File: config.mk
export PLATFORM = sky130hd
export DESIGN_NAME = lcd_mux_driver
export DESIGN_NICKNAME = d
export VERILOG_FILES = /design/src/rtl/lcd_drv_pkg.sv /design/src/rtl/lcd_phase_seq.sv /design/src/rtl/lcd_row_latch.sv /design/src/rtl/lcd_level_enc.sv /design/src/rtl/lcd_mux_driver.sv
export SDC_FILE = /design/constraint.sdc
export NUM_CORES = 1
export LEC_CHECK = 0
export BUFFER_PORTS_ARGS = -buffer_cell sky130_fd_sc_hd__buf_4
export CORE_MARGIN = 10
export CORE_UTILIZATION = 45
export DETAILED_ROUTE_END_ITERATION = 10
export PLACE_DENSITY = 0.82
export SETUP_SLACK_MARGIN = 0.15
export SYNTH_ARGS = -nofsm -noshare
export SYNTH_HDL_FRONTEND = slang
export SYNTH_HIERARCHICAL = 1
export SYNTH_SLANG_ARGS = --single-unit
File: constraint.sdc
create_clock -name clk -period 3.8 [get_ports clk]
set_input_delay 0.76 -clock clk [delete_from_list [all_inputs] [get_ports clk]]
set_output_delay 0.76 -clock clk [all_outputs]
set_load 0.02 [all_outputs]
File: src/rtl/lcd_drv_pkg.sv
package lcd_drv_pkg;

    localparam int NCOM = 4;
    localparam int PW   = $clog2(NCOM);

    typedef enum logic [2:0] {
        MD_STATIC = 3'd0,
        MD_HALF2  = 3'd1,
        MD_HALF3  = 3'd2,
        MD_HALF4  = 3'd3,
        MD_THIRD3 = 3'd4,
        MD_THIRD4 = 3'd5,
        MD_RSV6   = 3'd6,
        MD_RSV7   = 3'd7
    } lcd_mode_e;

    typedef logic [1:0] lvl_t;
    localparam lvl_t LV_GND = 2'd0;
    localparam lvl_t LV_LO  = 2'd1;
    localparam lvl_t LV_HI  = 2'd2;
    localparam lvl_t LV_TOP = 2'd3;

    typedef struct packed {
        logic [PW-1:0] phase;
        logic          pol;
    } frame_t;

    // number of active commons for a scheme
    function automatic logic [2:0] duty_of(input lcd_mode_e m);
        case (m)
            MD_HALF2:            return 3'd2;
            MD_HALF3, MD_THIRD3: return 3'd3;
            MD_HALF4, MD_THIRD4: return 3'd4;
            default:             return 3'd1;
        endcase
    endfunction

    function automatic logic third_bias(input lcd_mode_e m);
        return (m == MD_THIRD3) || (m == MD_THIRD4);
    endfunction

    function automatic lvl_t com_level(input logic [2:0] duty, input logic b3,
                                       input frame_t f, input logic [PW-1:0] idx);
        if ({1'b0, idx} >= duty) return LV_GND;
        if (idx == f.phase)      return f.pol ? LV_GND : LV_TOP;
        if (b3)                  return f.pol ? LV_HI : LV_LO;
        return LV_LO;
    endfunction

    function automatic lvl_t seg_level(input logic b3, input logic on, input logic pol);
        if (on) return pol ? LV_TOP : LV_GND;
        if (b3) return pol ? LV_LO : LV_HI;
        return pol ? LV_GND : LV_TOP;
    endfunction

endpackage

File: src/rtl/lcd_phase_seq.sv
module lcd_phase_seq
    import lcd_drv_pkg::*;
(
    input  logic              clk,
    input  logic              rst,
    input  logic              tick,
    input  lcd_mode_e         mode_in,
    output lcd_mode_e         mode_q,
    output frame_t            frame_q,
    output logic              load,
    output logic [PW-1:0]     load_row
);

    logic          restart;
    logic          last;
    logic [2:0]    duty;
    logic [PW-1:0] next_phase;

    assign duty       = duty_of(mode_q);
    assign restart    = (mode_in != mode_q);
    assign last       = (({1'b0, frame_q.phase}) + 3'd1) == duty;
    assign next_phase = last ? '0 : frame_q.phase + PW'(1);
    assign load       = restart | tick;
    assign load_row   = restart ? '0 : next_phase;

    always_ff @(posedge clk) begin
        if (rst) begin
            frame_q <= '0;
            mode_q  <= mode_in;
        end else if (restart) begin
            frame_q <= '0;
            mode_q  <= mode_in;
        end else if (tick) begin
            frame_q.phase <= next_phase;
            if (last) frame_q.pol <= ~frame_q.pol;
        end
    end

    // phase never leaves the active range
    p_phase_range_r5: assert property (@(posedge clk) disable iff (rst)
        ({1'b0, frame_q.phase}) < duty_of(mode_q));

    // wrap inverts polarity and returns to phase 0
    p_wrap_flip_r5: assert property (@(posedge clk) disable iff (rst)
        (tick && !restart && last) |=> (frame_q.pol != $past(frame_q.pol)) && (frame_q.phase == '0));

    // no tick, no movement
    p_idle_hold_r5: assert property (@(posedge clk) disable iff (rst)
        (!tick && !restart) |=> $stable(frame_q));

    // scheme change restarts the frame
    p_restart_r7: assert property (@(posedge clk) disable iff (rst)
        restart |=> (frame_q == '0));

endmodule

File: src/rtl/lcd_row_latch.sv
module lcd_row_latch
    import lcd_drv_pkg::*;
#(
    parameter int NSEG      = 25,
    parameter bit RESET_LIT = 1'b1,
    parameter bit GPIO_RST  = 1'b0
) (
    input  logic                 clk,
    input  logic                 rst,
    input  logic                 load,
    input  logic [PW-1:0]        row_sel,
    input  logic [NCOM*NSEG-1:0] seg_ram,
    input  logic [NSEG-1:0]      gpio_data,
    output logic [NSEG-1:0]      row_q,
    output logic [NSEG-1:0]      gpio_q
);

    logic [NSEG-1:0] rows [NCOM];
    logic [NSEG-1:0] row_pick;

    for (genvar r = 0; r < NCOM; r++) begin : g_rows
        assign rows[r] = seg_ram[r*NSEG +: NSEG];
    end

    assign row_pick = rows[row_sel];

    always_ff @(posedge clk) begin
        if (rst) begin
            row_q  <= {NSEG{RESET_LIT}};
            gpio_q <= {NSEG{GPIO_RST}};
        end else begin
            gpio_q <= gpio_data;
            if (load) row_q <= row_pick;
        end
    end

    // captured row is frozen between phase starts
    p_row_hold_r6: assert property (@(posedge clk) disable iff (rst)
        !load |=> $stable(row_q));

    // a phase start captures the addressed row
    p_row_load_r6: assert property (@(posedge clk) disable iff (rst)
        load |=> (row_q == $past(row_pick)));

    // general-purpose level lags its input by one edge
    p_gpio_follow_r9: assert property (@(posedge clk) disable iff (rst)
        1'b1 |=> (gpio_q == $past(gpio_data)));

endmodule

File: src/rtl/lcd_level_enc.sv
module lcd_level_enc
    import lcd_drv_pkg::*;
#(
    parameter int NSEG = 25
) (
    input  logic              clk,
    input  logic              rst,
    input  lcd_mode_e         mode_q,
    input  frame_t            frame_q,
    input  logic [NSEG-1:0]   row_q,
    input  logic [NSEG-1:0]   gpio_sel,
    input  logic [NSEG-1:0]   gpio_q,
    output logic [2*NCOM-1:0] com_lvl,
    output logic [2*NSEG-1:0] seg_lvl
);

    logic [2:0]      duty;
    logic            b3;
    logic [NCOM-1:0] sel_hit;

    assign duty = duty_of(mode_q);
    assign b3   = third_bias(mode_q);

    for (genvar c = 0; c < NCOM; c++) begin : g_com
        localparam logic [PW-1:0] CI = PW'(c);
        assign com_lvl[2*c +: 2] = com_level(duty, b3, frame_q, CI);
        assign sel_hit[c] = ({1'b0, CI} < duty) &&
                            (com_lvl[2*c +: 2] == (frame_q.pol ? LV_GND : LV_TOP));
    end

    for (genvar s = 0; s < NSEG; s++) begin : g_seg
        assign seg_lvl[2*s +: 2] = gpio_sel[s] ? (gpio_q[s] ? LV_TOP : LV_GND)
                                               : seg_level(b3, row_q[s], frame_q.pol);
    end

    // exactly one active common sits on the selecting level
    p_one_select_r2: assert property (@(posedge clk) disable iff (rst)
        $countones(sel_hit) == 1);

endmodule

File: src/rtl/lcd_mux_driver.sv
module lcd_mux_driver
    import lcd_drv_pkg::*;
#(
    parameter int NSEG      = 25,
    parameter bit RESET_LIT = 1'b1,
    parameter bit GPIO_RST  = 1'b0
) (
    input  logic                 clk,
    input  logic                 rst,
    input  logic                 tick,
    input  logic [2:0]           mode,
    input  logic [NCOM*NSEG-1:0] seg_ram,
    input  logic [NSEG-1:0]      gpio_sel,
    input  logic [NSEG-1:0]      gpio_data,
    output logic [2*NCOM-1:0]    com_lvl,
    output logic [2*NSEG-1:0]    seg_lvl
);

    lcd_mode_e       mode_q;
    frame_t          frame_q;
    logic            load;
    logic [PW-1:0]   load_row;
    logic [NSEG-1:0] row_q;
    logic [NSEG-1:0] gpio_q;

    lcd_phase_seq u_seq (
        .clk      (clk),
        .rst      (rst),
        .tick     (tick),
        .mode_in  (lcd_mode_e'(mode)),
        .mode_q   (mode_q),
        .frame_q  (frame_q),
        .load     (load),
        .load_row (load_row)
    );

    lcd_row_latch #(
        .NSEG      (NSEG),
        .RESET_LIT (RESET_LIT),
        .GPIO_RST  (GPIO_RST)
    ) u_latch (
        .clk       (clk),
        .rst       (rst),
        .load      (load),
        .row_sel   (load_row),
        .seg_ram   (seg_ram),
        .gpio_data (gpio_data),
        .row_q     (row_q),
        .gpio_q    (gpio_q)
    );

    lcd_level_enc #(
        .NSEG (NSEG)
    ) u_enc (
        .clk      (clk),
        .rst      (rst),
        .mode_q   (mode_q),
        .frame_q  (frame_q),
        .row_q    (row_q),
        .gpio_sel (gpio_sel),
        .gpio_q   (gpio_q),
        .com_lvl  (com_lvl),
        .seg_lvl  (seg_lvl)
    );

endmodule

-- Word level (Yosys, flattened, before mapping)
Cells that the tools add are included.
- latch bits: 0
- RAM bits: 0
- ROM bits: 0
- word-level logic and storage cells: 289
- register bits: 56
- memories: 0
- bits of input ports: 156
- order comparisons: 5
- shift-type cells: 0
- multiply operators: 0
- bitwise gates (word level): 3
- reduce and logical (&&, ||, !) cells: 7
- add/subtract/negate cells: 2
- multiplexer cells: 257
- eq/ne operators: 10
- divide/modulo/power cells: 0
- operators by type and width (operator ; count):
    2-to-1 mux 2 bit ; 180
    2-to-1 mux 1 bit ; 71
    binary-select mux 25 bit (select 2 bit) ; 1
    2-to-1 mux 25 bit ; 2
    one-hot mux 3 bit (3 select lines) ; 1
    equality test 3 x 2 -> 1 bit, second input constant ; 2
    equality test 3 bit, second input constant ; 2
    >= comparator 1 x 3 -> 1 bit, first input constant ; 2
    >= comparator 2 x 3 -> 1 bit, first input constant ; 2
    2-to-1 mux 3 bit ; 2
    OR reduction 2 bit ; 3
    equality test 2 bit, first input constant ; 2
    adder 2 x 1 -> 3 bit, second input constant ; 1
    equality test 3 x 1 -> 1 bit, second input constant ; 1
    equality test 3 bit ; 1
    >= comparator 3 bit, second input constant ; 1
    inequality test 3 bit ; 1
    inverter 2 -> 3 bit ; 1
    adder 2 x 1 -> 2 bit, second input constant ; 1
    equality test 1 x 2 -> 1 bit, first input constant ; 1
    logical NOT 2 bit ; 1
    AND reduction 2 bit ; 1
    nonzero test 2 bit ; 1
    logical OR 1 bit ; 1
    other kinds (2) ; 2

-- Logic depth before layout (Yosys ltp)
Gate-level depths: netlist of the first run.
- depth after elaboration: 11
- mapped depth: 9

-- Cells and area by module
The synthesis of the first run kept the hierarchy.
- by module, submodules not included (module ; seq. area each (sq um) ; cells an instance ; area each (sq um) ; times used):
    lcd_row_latch ; 1001.0 ; 166 ; 2215.9 ; 1
    lcd_level_enc ; 0.0 ; 171 ; 1164.9 ; 1
    lcd_phase_seq ; 150.1 ; 40 ; 385.4 ; 1

-- Least setup slack after synthesis of the first run
No wires, ideal clock.
- path type: reg2reg
- start point: register, netlist name u_seq/frame_q[1]
- end point: register u_latch.row_q[10]
- arrival: 2.560 ns
- buffers on the path: 2
- path slack: 1.120 ns
- cell stages (with the launch flop): 10
- library setup time: 0.120 ns
- cells stage by stage: dfxtp_1 -> ha_1 -> nor4b_1 -> o21ai_1 -> nand3_1 -> nor3_1 -> clkbuf_2 -> buf_1 -> mux4_2 -> a211o_1
- longest elaborated chain between the ends: 8
- ends and longest elaborated chain (item ; RTL line ; RTL):
    adder 2 x 1 -> 3 bit ; lcd_phase_seq.sv:21 ; assign last = (({1'b0, frame_q.phase}) + 3'd1) == duty;
    equality test 3 bit ; lcd_phase_seq.sv:21 ;
    2-to-1 mux 2 bit * ; lcd_phase_seq.sv:22 ; assign next_phase = last ? '0 : frame_q.phase + PW'(1);
    2-to-1 mux 2 bit * ; lcd_phase_seq.sv:24 ; assign load_row = restart ? '0 : next_phase;
    via load_row[1] ; lcd_mux_driver.sv:22 ; logic [PW-1:0] load_row;
    inverter 2 -> 3 bit (not written as such) * ; lcd_row_latch.sv:25 ; assign row_pick = rows[row_sel];
    binary-select mux 25 bit (select 2 bit) * ; lcd_row_latch.sv:25 ;
    2-to-1 mux 25 bit (not written as such) * (2 in series) ; lcd_row_latch.sv:25 ;
    end signal, assigned ; lcd_row_latch.sv:29 ; row_q <= {NSEG{RESET_LIT}};
    end signal, assigned ; lcd_row_latch.sv:33 ; if (load) row_q <= row_pick;
    end, declared ; lcd_row_latch.sv:14 ; output logic [NSEG-1:0] row_q,
Mark *: on every way through the listed nets, which the timed path passes. The rest lies on a longest branch. The select of a mux whose other input is x is not followed.
A chain may end at the register's enable or synchronous reset.

-- Worst setup path in the final report of the first run
- start point: register u_seq.mode_q[1]
- end point: output port seg_lvl[46]
- longest elaborated chain between the ends: 7
- ends and longest elaborated chain (item ; RTL line ; RTL):
    start, declared ; lcd_phase_seq.sv:8 ; output lcd_mode_e mode_q,
    start signal, assigned ; lcd_phase_seq.sv:29 ; mode_q <= mode_in;
    start signal, assigned ; lcd_phase_seq.sv:32 ; mode_q <= mode_in;
    equality test 3 bit ; lcd_drv_pkg.sv:39 ; return (m == MD_THIRD3) || (m == MD_THIRD4);
    logical OR 1 bit * ; lcd_drv_pkg.sv:39 ;
    2-to-1 mux 1 bit (2 in series) ; lcd_drv_pkg.sv:52 ; if (b3) return pol ? LV_LO : LV_HI;
    2-to-1 mux 2 bit * ; lcd_drv_pkg.sv:53 ; return pol ? LV_GND : LV_TOP;
    2-to-1 mux 2 bit * ; lcd_drv_pkg.sv:52 ;
    2-to-1 mux 2 bit * ; lcd_level_enc.sv:32 ; assign seg_lvl[2*s +: 2] = gpio_sel[s] ? (gpio_q[s] ? LV_TOP : LV_GND)
    end, declared ; lcd_mux_driver.sv:16 ; output logic [2*NSEG-1:0] seg_lvl
Mark *: on every way between the ends. The rest lies on a longest branch, timed or not. The select of a mux whose other input is x is not followed.

==> impl_summary.log, run 1 <==
INFO  metric crit_fanout = 15
INFO  metric slew_limit_fails = 0
INFO  metric async_reset_ff_share = 0%
INFO  metric first_pass_iters = 4
INFO  metric dr.first_iter.drc_count = 161
INFO  metric post_cts_resized = 0
INFO  metric vias_in_the_first_global_route = 3905
INFO  metric timing.clock.skew = roughly 0.010 ns
INFO  metric critical_path.startpoint_type = flip-flop
INFO  metric timing.final.ws_setup = 0.434 ns
INFO  metric power.density = 290 mW/mm^2
INFO  metric yosys_most_used_dff = sky130_fd_sc_hd__dfxtp_1
INFO  metric grt_antenna_before_repair = 0
INFO  metric synth.avg_cell_area = 9.99 um^2
INFO  metric antenna_cells_inserted = 0
INFO  metric synth.largest_area_cell = sky130_fd_sc_hd__dfxtp_1
INFO  metric cp-end-kind = primary output
INFO  metric cts.reportedPaths.clkPinSlew = roughly 0.090 ns
INFO  metric drv_cap = 0
INFO  metric cts.sink_count = 56
INFO  metric groute.usage.overall = just under 20%
INFO  metric detail_route.vias_per_cell = around 5.4
INFO  metric die_h = 111 um
INFO  metric worstMarginPinSlew = approximately 0.93 ns
INFO  metric mappedNetlistNets = around 540
INFO  metric ys_warn_count = 6
INFO  metric root_buffer_master = sky130_fd_sc_hd__clkbuf_8
INFO  metric globalRouteMet1Util = between 20% and 30%
INFO  metric fp.dieArea = 0.0124 mm^2
INFO  metric detail_route.wirelength = 13300 um
INFO  metric synth-seq-cells = 56
INFO  metric synthTopCellsByCount = sky130_fd_sc_hd__dfxtp_1, sky130_fd_sc_hd__mux2i_1, sky130_fd_sc_hd__nor2b_1
INFO  metric finalSetupTns = 0 ns
INFO  metric max_clock_freq = between 200 and 300 MHz
INFO  metric worst-endpoint-required = slightly above 3 ns
INFO  metric dp_cells = 674
INFO  metric grt_start_max_net_pins = 58
INFO  metric outcome = complete, no violations
INFO  metric clock_buffers_created_by_tritoncts = 5
INFO  metric io_pins = between 200 and 250
INFO  metric synthTopCellsByArea = sky130_fd_sc_hd__dfxtp_1, sky130_fd_sc_hd__mux2i_1, sky130_fd_sc_hd__mux4_2
INFO  metric placeableCoreArea = 0.00818 mm^2
INFO  metric detailed_place_hpwl = 10700 um
INFO  metric post-place-ws = approximately 0.73 ns
INFO  metric antenna_left = 0
INFO  metric holdPathStages = 2
INFO  metric r2r_cells = 8
INFO  metric clk_latency = 0.31 ns
INFO  metric hold_buffers = 0
INFO  metric clock_tree_from_tritoncts = done
INFO  metric worst_ir_drop_vdd = 0.169 mV
INFO  metric area_growth_syn_to_layout = 45.4%
INFO  metric setup.reg_to_reg.worst_slack = 0.80 ns
INFO  metric finish.net_count = 737
INFO  metric placementRows = 33
INFO  metric drc = 0
INFO  metric critical_path_arrival = 2.61 ns
INFO  metric hold_viol = 0
INFO  metric fin_crit = ~3.4 ns
INFO  metric effective_utilization_at_floorplan = 46.1%
INFO  metric grt_overflow_total = 0
INFO  metric max-clock-path-buffers = 2
INFO  metric drive_gt1_share = 44.7%
INFO  metric synthesis.area = around 0.0038 mm^2
INFO  metric layout.cells.non_filler = 682
INFO  metric wire_length_of_the_first_global_routing_pass = ~20000 um
INFO  metric yosys.cell_types.count = between 40 and 50
INFO  metric post-synth-top-area-fraction = approximately 28%
INFO  metric holdPathEnd = u_seq/frame_q[2]$_SDFFE_PP0P_
INFO  metric met3_usage = 4.72%
INFO  metric finalSetupViolations = 0
INFO  metric min_period_over_period = a little under 90%
INFO  metric cts_post_setup_buffers_inserted = 0
INFO  metric hp-start = u_seq/frame_q[2]$_SDFFE_PP0P_
INFO  metric htreeDepth = 2
INFO  metric reg2reg_end = u_latch/row_q[0]$_SDFFE_PP1P_
INFO  metric synthesis.instances = roughly 380
INFO  metric synth_enable_flop_cells = 3
INFO  metric place.gp.congestion = 0.833
INFO  metric hold_path_class = flip-flop to flip-flop
INFO  metric grt_busiest_layer = met2
INFO  metric setup.worst_path.class = flip-flop to primary output
INFO  metric wl_per_cell = about 20 um
INFO  metric global_route.usage.met2 = 37.8%
INFO  metric port_buffers = 213
INFO  metric grt_setup_unrepaired = no
INFO  metric maxSlewHeadroom = 37.9%
INFO  metric route.vias.total = 3673
INFO  metric yosysSeqAreaShare = 30.6%
INFO  metric leakage_dissipation = ~2.7 nW
INFO  metric die_w = 111 um
INFO  metric critical_path.reg2reg.startpoint = u_seq/frame_q[1]$_SDFFE_PP0P_
[cells in the final DEF (no fill, tap or decap), types with 3 or more instances in the layout]
master	count
sky130_fd_sc_hd__nand3_1	3
sky130_fd_sc_hd__o21ai_1	6
sky130_fd_sc_hd__o21ai_0	46
sky130_fd_sc_hd__dfxtp_1	52
sky130_fd_sc_hd__mux4_2	20
sky130_fd_sc_hd__xor2_1	5
sky130_fd_sc_hd__mux4_1	5
sky130_fd_sc_hd__edfxtp_1	3
sky130_fd_sc_hd__a211o_1	25
sky130_fd_sc_hd__nand2b_1	4
sky130_fd_sc_hd__inv_1	6
sky130_fd_sc_hd__clkbuf_8	6
sky130_fd_sc_hd__nor3_1	4
sky130_fd_sc_hd__buf_4	220
sky130_fd_sc_hd__nor2_1	6
sky130_fd_sc_hd__ha_1	5
sky130_fd_sc_hd__nand2_1	29
sky130_fd_sc_hd__mux2i_1	53
sky130_fd_sc_hd__nor2b_1	52
[logic make-up after synthesis]
group | count (synthesis) | synth area share (%)
DFF | 56 | 30.6
and+or+nand+nor | 109 | 16.2
AOI/OAI and AO/OA | 88 | 15.1
xor gates and xnor gates | 5 | 1.16
adders and majority gates | 5 | 1.66
muxes | 79 | 29.8
buffers and inverters | 35 | 5.48
[through the flow]
step	utilization, %	total power, W	hold slack (ns)	instance area (um^2)
floorplan	-	0.000995	0.472	3770
global placement	65.8	0.00124	0.589	5380
detailed placement	65.8	0.00126	0.624	5380
CTS	67.0	0.00160	0.637	5480
global route	67.0	0.00167	0.626	5480
finish	67.0	0.00159	0.636	5480
[flip-flops by register name (all words and copies together) (netlist names)]
name / count
u_seq/frame_q: 3
u_latch/row_q: 25
u_seq/mode_q: 3
u_latch/gpio_q: 25
[per-layer routing]
layer	vias up	share of wire, %
met3	13	5.6
met4	0	1.4
met1	1759	38
li1	1785	-
met5	-	0
met2	116	55
[critical path, stage by stage (launching register included)]
cell	delay, ns
sky130_fd_sc_hd__edfxtp_1	0.57
sky130_fd_sc_hd__inv_1	0.09
sky130_fd_sc_hd__ha_1	0.24
sky130_fd_sc_hd__ha_1	0.62
sky130_fd_sc_hd__buf_4	0.30
sky130_fd_sc_hd__mux2i_1	0.09
sky130_fd_sc_hd__o21ai_0	0.21
sky130_fd_sc_hd__buf_4	0.18
[worst max-delay path by stage]
stage | cells past startpoint | to | slack, ns | startpoint
2_1_floorplan | 9 | u_latch/row_q[10]$_SDFFE_PP1P_ | 1.12 | u_seq/frame_q[1]$_SDFFE_PP0P_
3_3_place_gp | 8 | u_latch/row_q[0]$_SDFFE_PP1P_ | 0.79 | mode[1]
3_5_place_dp | 8 | u_latch/row_q[23]$_SDFFE_PP1P_ | 0.73 | mode[1]
4_1_cts | 7 | seg_lvl[46] | 0.42 | u_seq/mode_q[1]$_DFFE_PP_
5_1_grt | 7 | seg_lvl[6] | 0.25 | u_seq/mode_q[1]$_DFFE_PP_
6_report | 7 | seg_lvl[46] | 0.43 | u_seq/mode_q[1]$_DFFE_PP_
[where the power goes]
part | switching, W | internal [W] | leakage [nW] | total (W)
Sequential | 0.0000418 | 0.000635 | 0.474 | 0.000677
Combinational | 0.000253 | 0.000311 | 2.13 | 0.000564
Clock | 0.000198 | 0.000149 | 0.0488 | 0.000347
[cell type report]
cell class | instances | area (um^2)
Tap cell | 105 | 131
Inverter | 7 | 26.3
Clock buffer | 7 | 86.3
Multi-Input combinational cell | 286 | 2420
Fill cell | 672 | 2700
Sequential cell | 56 | 1150
Clock inverter | 1 | 6.26
Timing Repair Buffer | 220 | 1650
No activity file was read; power rests on OpenSTA's default activity.
==> inputs of run 2 (changes only) <==
--- a/config.mk
+++ b/config.mk
@@ -7,9 +7,9 @@
 export LEC_CHECK = 0
 export BUFFER_PORTS_ARGS = -buffer_cell sky130_fd_sc_hd__buf_4
 export CORE_MARGIN = 10
-export CORE_UTILIZATION = 45
+export CORE_UTILIZATION = 40
 export DETAILED_ROUTE_END_ITERATION = 10
-export PLACE_DENSITY = 0.82
+export PLACE_DENSITY = 0.74
 export SETUP_SLACK_MARGIN = 0.15
 export SYNTH_ARGS = -nofsm -noshare
 export SYNTH_HDL_FRONTEND = slang
==> impl_summary.log, run 2 (synthesis results as in run 1) <==
INFO  metric drive_gt1_share = around 45%
INFO  metric timing.clock.skew = 0.00994 ns
INFO  metric antenna_left = 0
INFO  metric max_clock_freq = 298 MHz
INFO  metric io_pins = 214
INFO  metric root_buffer_master = sky130_fd_sc_hd__clkbuf_8
INFO  metric hold_path_class = flip-flop to flip-flop
INFO  metric holdPathEnd = u_seq/frame_q[2]$_SDFFE_PP0P_
INFO  metric grt_start_max_net_pins = 58
INFO  metric effective_utilization_at_floorplan = 41.0%
INFO  metric seq_power_share = about two fifths
INFO  metric placeableCoreArea = 0.00920 mm^2
INFO  metric groute.usage.overall = between 10% and 20%
INFO  metric wl_met1 = around 5400 um
INFO  metric critPathBufInv = 3
INFO  metric worst_ir_drop_vdd = 0.133 mV
INFO  metric timing.critical_path.slowest_cell_delay = 0.61 ns
INFO  metric placementRows = 35
INFO  metric drc = 0
INFO  metric hold_buffers = 0
INFO  metric routed.top_layer = met4
INFO  metric post_cts_resized = 0
INFO  metric place.gp.congestion = 0.846
INFO  metric port_buffers = 213
INFO  metric detailed_place_hpwl = 11000 um
INFO  metric cts_post_setup_buffers_inserted = 0
INFO  metric clk_latency = 0.31 ns
INFO  metric power_switching = 0.000499 W
INFO  metric setup.reg_to_reg.worst_slack = 0.74 ns
INFO  metric cts.sink_count = 56
INFO  metric mostFrequentLayoutCells = sky130_fd_sc_hd__buf_4, sky130_fd_sc_hd__mux2i_1, sky130_fd_sc_hd__nor2b_1, sky130_fd_sc_hd__dfxtp_1, sky130_fd_sc_hd__o21ai_0
INFO  metric detail_route_met3_wl = ~900 um
INFO  metric worst-endpoint-required = between 3 and 4 ns
INFO  metric cp-end-kind = primary output
INFO  metric internal-power = about 0.0012 W
INFO  metric clock_tree_from_tritoncts = done
INFO  metric finalSetupTns = 0 ns
INFO  metric first_pass_iters = 4
INFO  metric clock_buffers_created_by_tritoncts = 5
INFO  metric post-place-ws = 0.714 ns
INFO  metric hold_viol = 0
INFO  metric r2r_cells = 8
INFO  metric power.density = roughly 300 mW/mm^2
INFO  metric wire_length_of_the_first_global_routing_pass = 20200 um
INFO  metric layout_commonest_cell = sky130_fd_sc_hd__buf_4
INFO  metric min_period_over_period = 88.4%
INFO  metric setup.worst_path.class = flip-flop to primary output
INFO  metric grt_antenna_before_repair = 0
INFO  metric slew_limit_fails = 0
INFO  metric vias_in_the_first_global_route = roughly 3800
INFO  metric switching_share = between 30% and 40%
INFO  metric area_growth_syn_to_layout = 46.3%
INFO  metric pwr-share-clk = between 20 and 25%
INFO  metric holdPathStages = 2
INFO  metric hp-start = u_seq/frame_q[2]$_SDFFE_PP0P_
INFO  metric maxSlewHeadroom = 36.2%
INFO  metric crit_fanout = 13
INFO  metric cts.reportedPaths.clkPinSlew = 0.09 ns
INFO  metric detail_route.vias_per_cell = 5.38
INFO  metric finalSetupViolations = 0
INFO  metric critical_path_arrival = 2.60 ns
INFO  metric critical_path.reg2reg.startpoint = u_seq/frame_q[1]$_SDFFE_PP0P_
INFO  metric timing.final.ws_setup = around 0.44 ns
INFO  metric grt_setup_unrepaired = no
INFO  metric cp_cell_sequence = inv_1 -> ha_1 -> ha_1 -> buf_4 -> mux2i_1 -> o21ai_0 -> buf_4
INFO  metric finish.net_count = 737
INFO  metric htreeDepth = 2
INFO  metric cpLargestDelayFamily = adder cells
INFO  metric outcome = complete, no violations
INFO  metric worst_path_max_delay_cell = sky130_fd_sc_hd__ha_1
INFO  metric critical_path.startpoint_type = flip-flop
INFO  metric grt_overflow_total = 0
INFO  metric met2WireLength = 7340 um
INFO  metric antenna_cells_inserted = 0
INFO  metric reg2reg_end = u_latch/row_q[21]$_SDFFE_PP1P_
INFO  metric die_h = 117 um
INFO  metric registers_with_the_most_flip_flops = u_latch/gpio_q x25, u_latch/row_q x25
INFO  metric fin_crit = between 3 and 4 ns
INFO  metric detail_route.wirelength = 13900 um
INFO  metric dr.first_iter.drc_count = between 200 and 300
INFO  metric drv_cap = 0
INFO  metric route.vias.total = approximately 3700
INFO  metric worstMarginPinSlew = 0.954 ns
INFO  metric max-clock-path-buffers = 2
INFO  metric fp.dieArea = between 0.01 and 0.015 mm^2
INFO  metric die_w = approximately 120 um
INFO  metric leakage_dissipation = 2.67 nW
INFO  metric wl_per_cell = 20.2 um
INFO  metric combPwrFrac = 34.4%
-- run 2: cell types whose count changed in the layout (fill, tap and decap cells not counted) --
| cell | delta |
|---|---|
| sky130_fd_sc_hd__inv_4 | -1 |
| sky130_fd_sc_hd__clkbuf_16 | +1 |
| sky130_fd_sc_hd__clkbuf_1 | -1 |
| sky130_fd_sc_hd__clkbuf_8 | +1 |
-- run 2: power by group through the flow --
stage                     sequential (W)  clock [W]  combinational, W
after floorplan                 0.000679          0          0.000316
after global placement          0.000687          0          0.000556
after detailed placement        0.000689          0          0.000571
after CTS                       0.000676   0.000426          0.000572
after global routing            0.000683   0.000440          0.000607
final                           0.000677   0.000408          0.000568
-- run 2: worst reg2reg max path: cells and delay by family, from the launching register on --
| family | cells | cell delay [ns] |
|---|---|---|
| flops | 1 | 0.64 |
| mux | 1 | 0.61 |
| simple gates | 3 | 0.58 |
| compound gates | 2 | 0.47 |
| fa+ha+maj | 1 | 0.36 |
| buf+inv | 1 | 0.31 |
-- run 2: through the flow --
| stage | cell area [um^2] | hold WS (ns) | power, W | util [%] | std cells |
|---|---|---|---|---|---|
| CTS | 5510 | 0.635 | 0.00167 | 59.9 | 688 |
| finish | 5510 | 0.628 | 0.00165 | 59.9 | 688 |
| global route | 5510 | 0.637 | 0.00173 | 59.9 | 688 |
| global placement | 5390 | 0.588 | 0.00124 | 58.6 | 680 |
| detailed placement | 5390 | 0.623 | 0.00126 | 58.6 | 680 |
| floorplan | 3770 | 0.472 | 0.000995 | - | 377 |
-- run 2: layout make-up --
cell class | count | area (um^2)
Multi-Input combinational cell | 286 | 2420
Fill cell | 792 | 3680
Tap cell | 111 | 139
Clock buffer | 8 | 121
Timing Repair Buffer | 220 | 1650
Sequential cell | 56 | 1150
Inverter | 7 | 26.3
-- run 2: per-layer routing --
layer | global-route usage, % | vias up
li1 | - | 1787
met1 | 21.7 | 1773
met2 | 34.6 | 125
met3 | 3.87 | 16
met4 | 4.94 | 0
met5 | 0 | -
-- run 2: worst max path at each step --
stage                     slack (ns)                              to  cells past startpoint                     startpoint
after global placement          0.77                     seg_lvl[30]                      7      u_seq/mode_q[1]$_DFFE_PP_
after CTS                       0.37                     seg_lvl[26]                      7      u_seq/mode_q[1]$_DFFE_PP_
after floorplan                 1.12  u_latch/row_q[10]$_SDFFE_PP1P_                      9  u_seq/frame_q[1]$_SDFFE_PP0P_
after global routing            0.21                     seg_lvl[24]                      7      u_seq/mode_q[1]$_DFFE_PP_
after detailed placement        0.71                     seg_lvl[26]                      7      u_seq/mode_q[1]$_DFFE_PP_
final                           0.44                     seg_lvl[26]                      7      u_seq/mode_q[1]$_DFFE_PP_
==> inputs of run 3 (changes only) <==
==> constraint.sdc (replaced) <==
create_clock -name clk -period 4.06 [get_ports clk]
set_input_delay 0.812 -clock clk [delete_from_list [all_inputs] [get_ports clk]]
set_output_delay 0.812 -clock clk [all_outputs]
set_load 0.02 [all_outputs]
==> impl_summary.log, run 3 (synthesis results as in run 1) <==
INFO  metric placementRows = 35
INFO  metric clock_buffers_created_by_tritoncts = 5
INFO  metric internal-power = 0.00100 W
INFO  metric grt_start_max_net_pins = 58
INFO  metric cp-startpoint = u_seq/mode_q[1]$_DFFE_PP_
INFO  metric layout.cells.non_filler = 687
INFO  metric worst-endpoint-required = 3.25 ns
INFO  metric critical_path.startpoint_type = flip-flop
INFO  metric max_clock_freq = 290 MHz
INFO  metric root_buffer_master = sky130_fd_sc_hd__clkbuf_8
INFO  metric layout_commonest_cell = sky130_fd_sc_hd__buf_4
INFO  metric placeableCoreArea = 0.00920 mm^2
INFO  metric setup.worst_path.class = flip-flop to primary output
INFO  metric hold_buffers = 0
INFO  metric worstMarginPinSlew = 0.958 ns
INFO  metric seq_power_share = 43.2%
INFO  metric cts.reportedPaths.clkPinSlew = 0.09 ns
INFO  metric effective_utilization_at_floorplan = 41.0%
INFO  metric critical_path_arrival = 2.64 ns
INFO  metric drv_cap = 0
INFO  metric leakage_dissipation = 2.65 nW
INFO  metric reg2reg_end = u_latch/row_q[21]$_SDFFE_PP1P_
INFO  metric detail_route.wirelength = 13900 um
INFO  metric cts.sink_count = 56
INFO  metric place.gp.congestion = 0.846
INFO  metric cts_post_setup_buffers_inserted = 0
INFO  metric route.vias.total = 3685
INFO  metric crit_path_end = seg_lvl[30]
INFO  metric hold_path_class = flip-flop to flip-flop
INFO  metric finalSetupTns = 0 ns
INFO  metric switching_share = 31.4%
INFO  metric first_pass_iters = 4
INFO  metric outcome = complete, no violations
INFO  metric post-place-ws = between 0.9 and 1 ns
INFO  metric crit_fanout = 13
INFO  metric r2r_cells = 8
INFO  metric vias_in_the_first_global_route = about 3700
INFO  metric die_h = between 100 and 150 um
INFO  metric io_pins = ~210
INFO  metric die_w = 117 um
INFO  metric hold_viol = 0
INFO  metric drive_gt1_share = 44.6%
INFO  metric slew_limit_fails = 0
INFO  metric clock_tree_from_tritoncts = done
INFO  metric clk_latency = approximately 0.30 ns
INFO  metric wire_length_of_the_first_global_routing_pass = between 20000 and 25000 um
INFO  metric wl_per_cell = 20.2 um
INFO  metric dr.first_iter.drc_count = 213
INFO  metric cp-end-kind = primary output
INFO  metric drc = 0
INFO  metric finalSetupViolations = 0
INFO  metric grt_antenna_before_repair = 0
INFO  metric power.density = 268 mW/mm^2
INFO  metric area_growth_syn_to_layout = 45.2%
INFO  metric port_buffers = approximately 210
INFO  metric combPwrFrac = between 30% and 40%
INFO  metric detailed_place_hpwl = between 10000 and 15000 um
INFO  metric max-clock-path-buffers = 2
INFO  metric pwr-share-clk = between 20% and 30%
INFO  metric mostFrequentLayoutCells = sky130_fd_sc_hd__buf_4, sky130_fd_sc_hd__mux2i_1, sky130_fd_sc_hd__nor2b_1, sky130_fd_sc_hd__dfxtp_1, sky130_fd_sc_hd__o21ai_0
INFO  metric critical_path.reg2reg.startpoint = u_seq/frame_q[1]$_SDFFE_PP0P_
INFO  metric fp.dieArea = between 0.01 and 0.015 mm^2
INFO  metric dp_cells = 680
INFO  metric timing.clock.skew = 0.00864 ns
INFO  metric groute.usage.overall = 19.0%
INFO  metric finish.net_count = 737
INFO  metric antenna_cells_inserted = 0
INFO  metric registers_with_the_most_flip_flops = u_latch/gpio_q x25, u_latch/row_q x25
INFO  metric timing.final.ws_setup = 0.607 ns
INFO  metric antenna_left = 0
INFO  metric maxSlewHeadroom = 35.9%
INFO  metric htreeDepth = 2
INFO  metric power_switching = 0.000460 W
INFO  metric timing.hold.ws = 0.626 ns
INFO  metric post_cts_resized = 0
INFO  metric worst_ir_drop_vdd = about 0.12 mV
INFO  metric grt_setup_unrepaired = no
INFO  metric final_core_util = around three fifths
INFO  metric setup.reg_to_reg.worst_slack = 0.98 ns
INFO  metric holdPathStages = 2
INFO  metric min_period_over_period = 85.1%
INFO  metric fin_crit = 3.45 ns
INFO  metric detail_route.vias_per_cell = around 5.4
INFO  metric grt_overflow_total = 0
[run 3: cell types whose count changed in the layout (fill, tap and decap cells not counted)]
| cell | previous run | this run |
|---|---|---|
| sky130_fd_sc_hd__clkbuf_1 | 0 | 1 |
| sky130_fd_sc_hd__clkbuf_8 | 7 | 5 |
| sky130_fd_sc_hd__clkinv_2 | 0 | 1 |
| sky130_fd_sc_hd__clkbuf_16 | 1 | 0 |
[run 3: metrics by stage]
| step | instance area, um^2 | power [W] |
|---|---|---|
| 2_1_floorplan | 3770 | 0.000931 |
| 3_3_place_gp | 5390 | 0.00116 |
| 3_5_place_dp | 5390 | 0.00118 |
| 4_1_cts | 5470 | 0.00148 |
| 5_1_grt | 5470 | 0.00154 |
| 6_report | 5470 | 0.00146 |
[run 3: metal layers]
layer	routed length, um	vias up	track usage [%]
met5	0	-	0
met4	200	0	4.61
met3	693	12	3.77
met2	7470	109	35.1
met1	5490	1783	21.9
li1	-	1781	-
[run 3: how the worst min path moves through the flow]
stage                                    end                           from
2_1_floorplan  u_seq/frame_q[0]$_SDFFE_PP0P_  u_seq/frame_q[0]$_SDFFE_PP0P_
3_3_place_gp   u_seq/frame_q[2]$_SDFFE_PP0P_  u_seq/frame_q[2]$_SDFFE_PP0P_
3_5_place_dp   u_seq/frame_q[2]$_SDFFE_PP0P_  u_seq/frame_q[2]$_SDFFE_PP0P_
4_1_cts        u_seq/frame_q[2]$_SDFFE_PP0P_  u_seq/frame_q[2]$_SDFFE_PP0P_
5_1_grt        u_seq/frame_q[2]$_SDFFE_PP0P_  u_seq/frame_q[2]$_SDFFE_PP0P_
6_report       u_seq/frame_q[2]$_SDFFE_PP0P_  u_seq/frame_q[2]$_SDFFE_PP0P_
[run 3: layout make-up]
cell class                      instances  area, um^2
Clock buffer                            6        72.6
Multi-Input combinational cell        286        2420
Clock inverter                          1        5.00
Fill cell                             798        3730
Sequential cell                        56        1150
Inverter                                7        26.3
Timing Repair Buffer                  220        1650
Tap cell                              111         139
[run 3: critical path, cell delays in order, from the launching register on]
cell and delay, ns:
sky130_fd_sc_hd__edfxtp_1 0.56, sky130_fd_sc_hd__inv_1 0.08, sky130_fd_sc_hd__ha_1 0.24, sky130_fd_sc_hd__ha_1 0.64, sky130_fd_sc_hd__buf_4 0.32, sky130_fd_sc_hd__mux2i_1 0.10, sky130_fd_sc_hd__o21ai_0 0.21, sky130_fd_sc_hd__buf_4 0.19
[run 3: power groups by stage]
stage                     logic [W]  clock network (W)  registers [W]
final                      0.000531           0.000300       0.000633
after floorplan            0.000296                  0       0.000635
after CTS                  0.000535           0.000312       0.000633
after global routing       0.000568           0.000334       0.000640
after global placement     0.000521                  0       0.000643
after detailed placement   0.000533                  0       0.000645
